$ cat config.mk
export PLATFORM = sky130hd
export DESIGN_NAME = eagu_top
export DESIGN_NICKNAME = d
export VERILOG_FILES = /design/src/rtl/eagu_pkg.sv /design/src/rtl/eagu_sext.sv /design/src/rtl/eagu_step.sv /design/src/rtl/eagu_core.sv /design/src/rtl/eagu_top.sv
export SDC_FILE = /design/constraint.sdc
export NUM_CORES = 1
export LEC_CHECK = 0
export CORE_MARGIN = 2
export CORE_UTILIZATION = 45
export DETAILED_ROUTE_END_ITERATION = 10
export DONT_BUFFER_PORTS = 1
export SYNTH_ARGS = -nofsm -noshare
export SYNTH_HDL_FRONTEND = slang
export SYNTH_SLANG_ARGS = --single-unit
$ cat constraint.sdc
create_clock -name clk -period 9.3 [get_ports clk]
set_clock_uncertainty 0.1 [all_clocks]
set_input_delay 0.93 -clock clk [delete_from_list [all_inputs] [get_ports clk]]
set_output_delay 0.93 -clock clk [all_outputs]
set_load 0.05 [all_outputs]
$ cat src/rtl/eagu_pkg.sv
package eagu_pkg;

    typedef enum logic [2:0] {
        AM_IMM     = 3'd0,
        AM_REG     = 3'd1,
        AM_ABS     = 3'd2,
        AM_RIND    = 3'd3,
        AM_IDX     = 3'd4,
        AM_PCREL   = 3'd5,
        AM_POSTINC = 3'd6,
        AM_PREDEC  = 3'd7
    } amode_e;

    typedef enum logic [1:0] {
        SZ_BYTE = 2'd0,
        SZ_HALF = 2'd1,
        SZ_WORD = 2'd2,
        SZ_WIDE = 2'd3
    } osize_e;

    typedef enum logic {
        ST_IDLE   = 1'b0,
        ST_RESULT = 1'b1
    } est_e;

endpackage

$ cat src/rtl/eagu_sext.sv
module eagu_sext #(
    parameter int IW = 8,
    parameter int OW = 16
) (
    input  logic [IW-1:0] din,
    output logic [OW-1:0] dout
);
    localparam int PAD = (OW > IW) ? (OW - IW) : 0;

    generate
        if (PAD > 0) begin : g_widen
            assign dout = {{PAD{din[IW-1]}}, din};
        end else begin : g_trunc
            assign dout = din[OW-1:0];
        end
    endgenerate
endmodule

$ cat src/rtl/eagu_step.sv
module eagu_step #(
    parameter int AW = 16
) (
    input  logic [1:0]    size,
    output logic [AW-1:0] step
);
    import eagu_pkg::*;

    always_comb begin
        unique case (osize_e'(size))
            SZ_BYTE: step = AW'(1);
            SZ_HALF: step = AW'(2);
            SZ_WORD: step = AW'(4);
            SZ_WIDE: step = AW'(4);
            default: step = AW'(4);
        endcase
    end
endmodule

$ cat src/rtl/eagu_core.sv
module eagu_core #(
    parameter int AW = 16
) (
    input  logic [2:0]    mode,
    input  logic          sub_mode,
    input  logic [AW-1:0] base_val,
    input  logic [AW-1:0] index_val,
    input  logic [AW-1:0] pc_val,
    input  logic [AW-1:0] dext,
    input  logic [AW-1:0] step,
    output logic [AW-1:0] ea,
    output logic          imm,
    output logic          ind,
    output logic          wb_en,
    output logic [AW-1:0] wb_val
);
    import eagu_pkg::*;

    logic [AW-1:0] base_idx;
    logic [AW-1:0] idx_off;
    logic [AW-1:0] dec_val;

    assign base_idx = base_val + index_val;
    assign idx_off  = (sub_mode ? base_idx : base_val) + dext;
    assign dec_val  = base_val - step;

    always_comb begin
        ea     = '0;
        imm    = 1'b0;
        ind    = 1'b0;
        wb_en  = 1'b0;
        wb_val = '0;
        unique case (amode_e'(mode))
            AM_IMM: begin
                ea  = dext;
                imm = 1'b1;
            end
            AM_REG: begin
                ea = '0;
            end
            AM_ABS: begin
                ea  = dext;
                ind = sub_mode;
            end
            AM_RIND: begin
                ea = sub_mode ? base_idx : base_val;
            end
            AM_IDX: begin
                ea = idx_off;
            end
            AM_PCREL: begin
                ea = pc_val + dext;
            end
            AM_POSTINC: begin
                ea     = base_val;
                wb_en  = 1'b1;
                wb_val = base_val + step;
            end
            AM_PREDEC: begin
                ea     = dec_val;
                wb_en  = 1'b1;
                wb_val = dec_val;
            end
            default: begin
                ea = '0;
            end
        endcase
    end
endmodule

$ cat src/rtl/eagu_top.sv
module eagu_top #(
    parameter int AW = 16,
    parameter int DW = 8
) (
    input  logic          clk,
    input  logic          rst_n,
    input  logic          req_valid,
    input  logic [2:0]    mode,
    input  logic          sub_mode,
    input  logic [1:0]    op_size,
    input  logic [AW-1:0] base_val,
    input  logic [AW-1:0] index_val,
    input  logic [AW-1:0] pc_val,
    input  logic [DW-1:0] disp,
    output logic          out_valid,
    output logic [AW-1:0] ea,
    output logic          imm_flag,
    output logic          indirect_flag,
    output logic          wb_en,
    output logic [AW-1:0] wb_val
);
    import eagu_pkg::*;

    logic [AW-1:0] dext;
    logic [AW-1:0] step;
    logic [AW-1:0] c_ea;
    logic [AW-1:0] c_wb_val;
    logic          c_imm;
    logic          c_ind;
    logic          c_wb_en;

    est_e state_q;
    est_e state_d;

    eagu_sext #(.IW(DW), .OW(AW)) u_sext (
        .din  (disp),
        .dout (dext)
    );

    eagu_step #(.AW(AW)) u_step (
        .size (op_size),
        .step (step)
    );

    eagu_core #(.AW(AW)) u_core (
        .mode      (mode),
        .sub_mode  (sub_mode),
        .base_val  (base_val),
        .index_val (index_val),
        .pc_val    (pc_val),
        .dext      (dext),
        .step      (step),
        .ea        (c_ea),
        .imm       (c_imm),
        .ind       (c_ind),
        .wb_en     (c_wb_en),
        .wb_val    (c_wb_val)
    );

    // Next-state logic
    always_comb begin
        state_d = state_q;
        unique case (state_q)
            ST_IDLE:   state_d = req_valid ? ST_RESULT : ST_IDLE;
            ST_RESULT: state_d = req_valid ? ST_RESULT : ST_IDLE;
            default:   state_d = ST_IDLE;
        endcase
    end

    // State register
    always_ff @(posedge clk) begin
        if (!rst_n) state_q <= ST_IDLE;
        else        state_q <= state_d;
    end

    // Output register
    always_ff @(posedge clk) begin
        if (!rst_n || !req_valid) begin
            ea            <= '0;
            imm_flag      <= 1'b0;
            indirect_flag <= 1'b0;
            wb_en         <= 1'b0;
            wb_val        <= '0;
        end else begin
            ea            <= c_ea;
            imm_flag      <= c_imm;
            indirect_flag <= c_ind;
            wb_en         <= c_wb_en;
            wb_val        <= c_wb_val;
        end
    end

    assign out_valid = (state_q == ST_RESULT);

    // Assertions
    AST_VALID_FOLLOWS_REQ: assert property (@(posedge clk) disable iff (!rst_n)
        req_valid |=> out_valid);
    AST_NO_SPURIOUS_VALID: assert property (@(posedge clk) disable iff (!rst_n)
        !req_valid |=> !out_valid);
    AST_IMM_FLAG: assert property (@(posedge clk) disable iff (!rst_n)
        (req_valid && mode == 3'd0) |=> imm_flag);
    AST_WB_AUTO_ONLY: assert property (@(posedge clk) disable iff (!rst_n)
        (req_valid && mode != 3'd6 && mode != 3'd7) |=> !wb_en);
    AST_WB_AUTO_SET: assert property (@(posedge clk) disable iff (!rst_n)
        (req_valid && mode[2:1] == 2'b11) |=> wb_en);
    AST_POSTINC_OLD: assert property (@(posedge clk) disable iff (!rst_n)
        (req_valid && mode == 3'd6) |=> ea == $past(base_val));
    AST_PREDEC_SAME: assert property (@(posedge clk) disable iff (!rst_n)
        (req_valid && mode == 3'd7) |=> ea == wb_val);
    AST_BYTE_STEP: assert property (@(posedge clk) disable iff (!rst_n)
        (req_valid && mode == 3'd6 && op_size == 2'd0) |=> wb_val == ea + AW'(1));
    AST_FLAGS_EXCL: assert property (@(posedge clk) disable iff (!rst_n)
        $onehot0({imm_flag, indirect_flag, wb_en}));
endmodule

Yosys cells after proc, flatten, opt, wreduce, memory -nomap -nowiden
Cells that the tools add are included.

storage, ports and cells
  flip-flop bits (word level) = 36
  output and inout bits = 36

cells by class
  add/subtract/negate cells = 5
  eq/ne operators = 10
  multiplexer cells = 7
  bitwise gates (word level) = 1
  reductions and logical operators = 9

operators by type and width
  kind                  count
  $pmux W16 S7          1
  $add A16 B16 Y16      4
  $pmux W16 S3          1
  $pmux W16 S2          1
  $mux W16              1
  $sub A16 B16 Y16      1
  $eq A3 B3 Y1 const B  4
  $reduce_or A2 Y1      4
  $eq A3 B2 Y1 const B  2
  $eq A2 B2 Y1 const B  2
  $eq A3 B1 Y1 const B  1
  $logic_not A3 Y1      1
  $mux W1               3
  $eq A2 B1 Y1 const B  1
  $logic_not A1 Y1      2
  $logic_not A2 Y1      1
  $logic_or A1 B1 Y1    1
  $not A1 Y1            1

Logic depth before layout (Yosys ltp)
  depth in word-level cells = 5
  depth in mapped cells = 20

Cells and area by module
A second synthesis with hierarchy kept.

second synthesis, totals
  cell total of the unflattened synthesis = 671
  area total of the unflattened synthesis = 5,087.4 um^2

modules (own cells, without submodules)
  module     times used  cells an instance  area an instance (um^2)
  eagu_core  1           560                3,848.7
  eagu_top   1           78                 1,003.5
  eagu_sext  1           16                 120.1
  eagu_step  1           17                 115.1

Worst setup path before layout
OpenSTA, ideal clock, no wires.

  path kind = input port to flip-flop
  start point = in base_val[0]
  end point = reg ea[15]
  setup time = 0.063 ns
  arrival = 4.759 ns
  data required time = 9.137 ns
  slack = 4.378 ns
  cell stages on the path = 20
  cell sequence = ha_1 fa_1 a21o_1 a21oi_1 o21ai_1 a21o_1 a21oi_1 xnor2_1 mux2_2 mux2_2 ha_1 a21oi_1 o22ai_1 nor3_1 a21oi_1 a211o_1 a21oi_1 xnor2_1 or4_1 nand3b_1

on the way
  cells in the longest elaborated chain, start to end = 4
  elaborated cells between the ends (all ways) = 5

ends and longest elaborated chain
  what                    RTL line                          text
  start: declaration      eagu_top.sv:11                    input logic [AW-1:0] base_val,
  $add A16 B16 Y16        eagu_core.sv:23                   assign base_idx = base_val + index_val;
  $mux W16                eagu_core.sv:24, eagu_core.sv:46
  $add A16 B16 Y16        eagu_core.sv:24                   assign idx_off = (sub_mode ? base_idx : base_val) + dext;
  $pmux W16 S7 (*)        eagu_core.sv:33                   unique case (amode_e'(mode))
  end signal: assignment  eagu_top.sv:79                    ea <= '0;
  end signal: assignment  eagu_top.sv:85                    ea <= c_ea;
  end: declaration        eagu_top.sv:16                    output logic [AW-1:0] ea,

Every way passes the cells marked *; elsewhere a longest branch is shown, timed or not.
A chain may end at the register's enable or synchronous reset.

Final worst setup path
Ends and elaborated chain as after synthesis.

==> results by group <==
Run status
  – Status: finished, final reports clean

Clock tree
  – Root buf cell: clkbuf_8
  – Clk sink count: 36
  – Post_cts resized: 0
  – Hold Buf Count CTS: 0
  – H-tree depth: 2
  – TritonCTS clock tree: done
  – Cts bufs inserted: 5
  – Postcts setup bufs: 0
  – Clock Pin Slew Worst Setup and Hold Paths: about 80 ps
  – Max Root-Sink Buffers: 2

Worst setup path
  – CP top delay family: compound AO/OA/AOI/OAI gates
  – Crit-path max cell delay: roughly 420 ps
  – Crit. path cell count: 20
  – Crit-path slowest cell: fa_1
  – Crit-path cells: ha_1 > fa_1 > a21o_1 > a21oi_1 > o21ai_1 > a21o_1 > a21oi_1 > xnor2_1 > mux2_2 > mux2_2 > ha_1 > a21oi_1 > o22ai_1 > nor3_1 > a21oi_1 > a211o_1 > a21oi_1 > xnor2_1 > or4_1 > nand3b_1
  – CP max FO: 5
  – Critical path class: in2reg
  – CP endpoint: ea[15]$_SDFF_PP0_
  – Worst path bufs/invs: 0
  – Crit start category: input pin
  – CP startpoint: base_val[0]
  – Critical Path Most Common Cell: a21oi_1
  – Critical Path RT: roughly 9400 ps
  – Worst Path Arrival: between 5000 and 6000 ps
  – Critical Path Sink Type: flip-flop

Synthesis
  – Avg Cell Area, Syn: about 7.4 um2
  – Post-synth top area share: 18.79%
  – Most common cell in the netlist: nor2_1
  – Asr flop ratio synth: 0%
  – Cells after Synth: 517
  – Yosys reg bits: 36
  – Synth Net Count: approximately 630
  – Mapped cell area: between 0.003 and 0.004 mm2
  – Seq/Total Area, Yosys: a little under a fifth
  – Commonest cells in the netlist: 68 x nor2_1, 60 x a21oi_1, 39 x ha_1
  – Netlist cell types: 53
  – EDFF count, synth: 0
  – Area leader, netlist: dfxtp_1
  – Synth Flop Type: dfxtp_1
  – Synth area leaders: dfxtp_1 19%, ha_1 13%, a21oi_1 7.8%, nor2_1 6.7%, xnor2_1 5.9%
  – Synth warn: 0

Floorplan
  – Ports: around 100
  – Row cnt: 33
  – DIE AREA: around 0.0093 mm2
  – Initial Util: 46.45%
  – Core box area: slightly above 0.008 mm2
  – Die Y: between 90 and 100 um
  – Die X: between 90 and 100 um

Timing
  – Period Utilization, post-route: a little over half
  – RSZ-0062 raised after global routing: false
  – Setup ws final: 4227 ps
  – Slew Limit Fails: 0
  – TNS Setup: 0 ps
  – Worst slew pin tran: 956.5 ps
  – Final Hold Vio Count: 0
  – Fmax: about 200 MHz
  – Setup violation total in the final timing report: 0
  – Worst rel slew slack: between 30% and 40%
  – Minimum clock period: ~5100 ps

Drt
  – DR WL/cell: approximately 18 um
  – Via/cell ratio: about 6.0
  – Antenna-violating nets left: 0
  – DRC viols: 0
  – Initial drt markers: between 150 and 200
  – Drt pass-1 iters: 5
  – Total wire length: roughly 11000 um
  – Via count: around 3600

GRT
  – Largest net degree at the start of global routing: 29
  – Vias in the first global route: approximately 3500
  – First-pass GRT wire length: about 17000 um
  – GRT overflow: 0
  – Antenna violations before repair: 0
  – Total global-route track usage: around a quarter

Layout
  – Antenna diodes: 0
  – Fin nets: approximately 600
  – Filler instances: roughly 880
  – Area Overhead vs Synth: 3.392%
  – Layout cells sized above 1: 4.582%

Hold path
  – Hold Crit Class: in2reg

Place
  – Dpl hpwl: about 8800 um
  – Buffers added on ports: 0
  – GP Congestion: between 0.8 and 0.9
  – Dpl ws: roughly 4000 ps

Job
  – Max cap viols: 0

Pwr
  – Lkg Pwr: 0.001640 uW
  – Worst VDD drop: 0.06228 mV
  – PwrDens: ~130 mW/mm2
==> layout by cell type (no fill, tap or decap), types with 17 or more instances in the layout <==
| cell type | instances |
|---|---|
| inv_1 | 24 |
| nor3_1 | 17 |
| xnor2_1 | 26 |
| dfxtp_1 | 36 |
| ha_1 | 39 |
| nor2_1 | 68 |
| xor2_1 | 18 |
| nand2_1 | 35 |
| o21ai_0 | 23 |
| a21oi_1 | 60 |
==> how the worst min path moves through the flow <==
stage / start / to / slack [ps] / cells after the start
finish: mode[2] / ea[1]$_SDFF_PP0_ / 620 / 1
global route: mode[2] / ea[1]$_SDFF_PP0_ / 620 / 1
CTS: mode[2] / ea[1]$_SDFF_PP0_ / 620 / 1
detailed placement: mode[2] / ea[1]$_SDFF_PP0_ / 930 / 1
global placement: mode[2] / ea[1]$_SDFF_PP0_ / 930 / 1
floorplan: base_val[12] / wb_val[12]$_SDFF_PP0_ / 970 / 2
==> flip-flops by register name (all words and copies together) (netlist names) <==
register	flops
wb_en	1
out_valid	1
indirect_flag	1
ea	16
wb_val	16
imm_flag	1
==> cell type report <==
| cell class | count | area [um2] | share of cell area, % |
|---|---|---|---|
| clock buffers | 6 | 72.57 | 1.830 |
| inverters | 24 | 90.09 | 2.271 |
| multi-input cells | 434 | 2939 | 74.10 |
| repair buffers | 1 | 7.507 | 0.1893 |
| flip-flops and latches | 36 | 720.7 | 18.17 |
| clock inverters | 1 | 5.005 | 0.1262 |
| well taps | 105 | 131.4 | 3.312 |
==> power by group <==
part | internal, uW | switching (uW)
registers | 160 | 23.9
logic | 96.1 | 124
clock network | 51.0 | 59.3
==> layer usage <==
layer	vias up	part of all wire [%]	track usage (%)
met5	-	0	0
met4	0	2.3	7.864
met3	18	7.0	4.777
met2	129	47	39.70
met1	1664	44	30.29
li1	1823	-	-
==> cell families (layout without fill, tap and decap cells) <==
logic type	after synthesis	in the layout	share of synthesized area, %
and+or+nand+nor	174	174	21.04
adders and majority gates	43	43	14.81
muxes	19	19	5.251
buffers and inverters	47	32	4.599
DFF	36	36	18.79
xor gates and xnor gates	44	44	10.05
AOI/OAI and AO/OA	154	154	25.47
==> metrics by stage <==
step | util (%) | instances | hold WS (ps) | area [um2] | total power [uW]
2_1_floorplan | - | 517 | 974.8 | 3836 | 368.9
3_3_place_gp | 47.09 | 600 | 933.7 | 3889 | 402.0
3_5_place_dp | 47.09 | 600 | 930.9 | 3889 | 404.8
4_1_cts | 48.03 | 607 | 624.9 | 3966 | 513.4
5_1_grt | 48.03 | 607 | 623.4 | 3966 | 545.0
6_report | 48.03 | 607 | 623.3 | 3966 | 514.4
No activity file was read; power rests on OpenSTA's default activity.
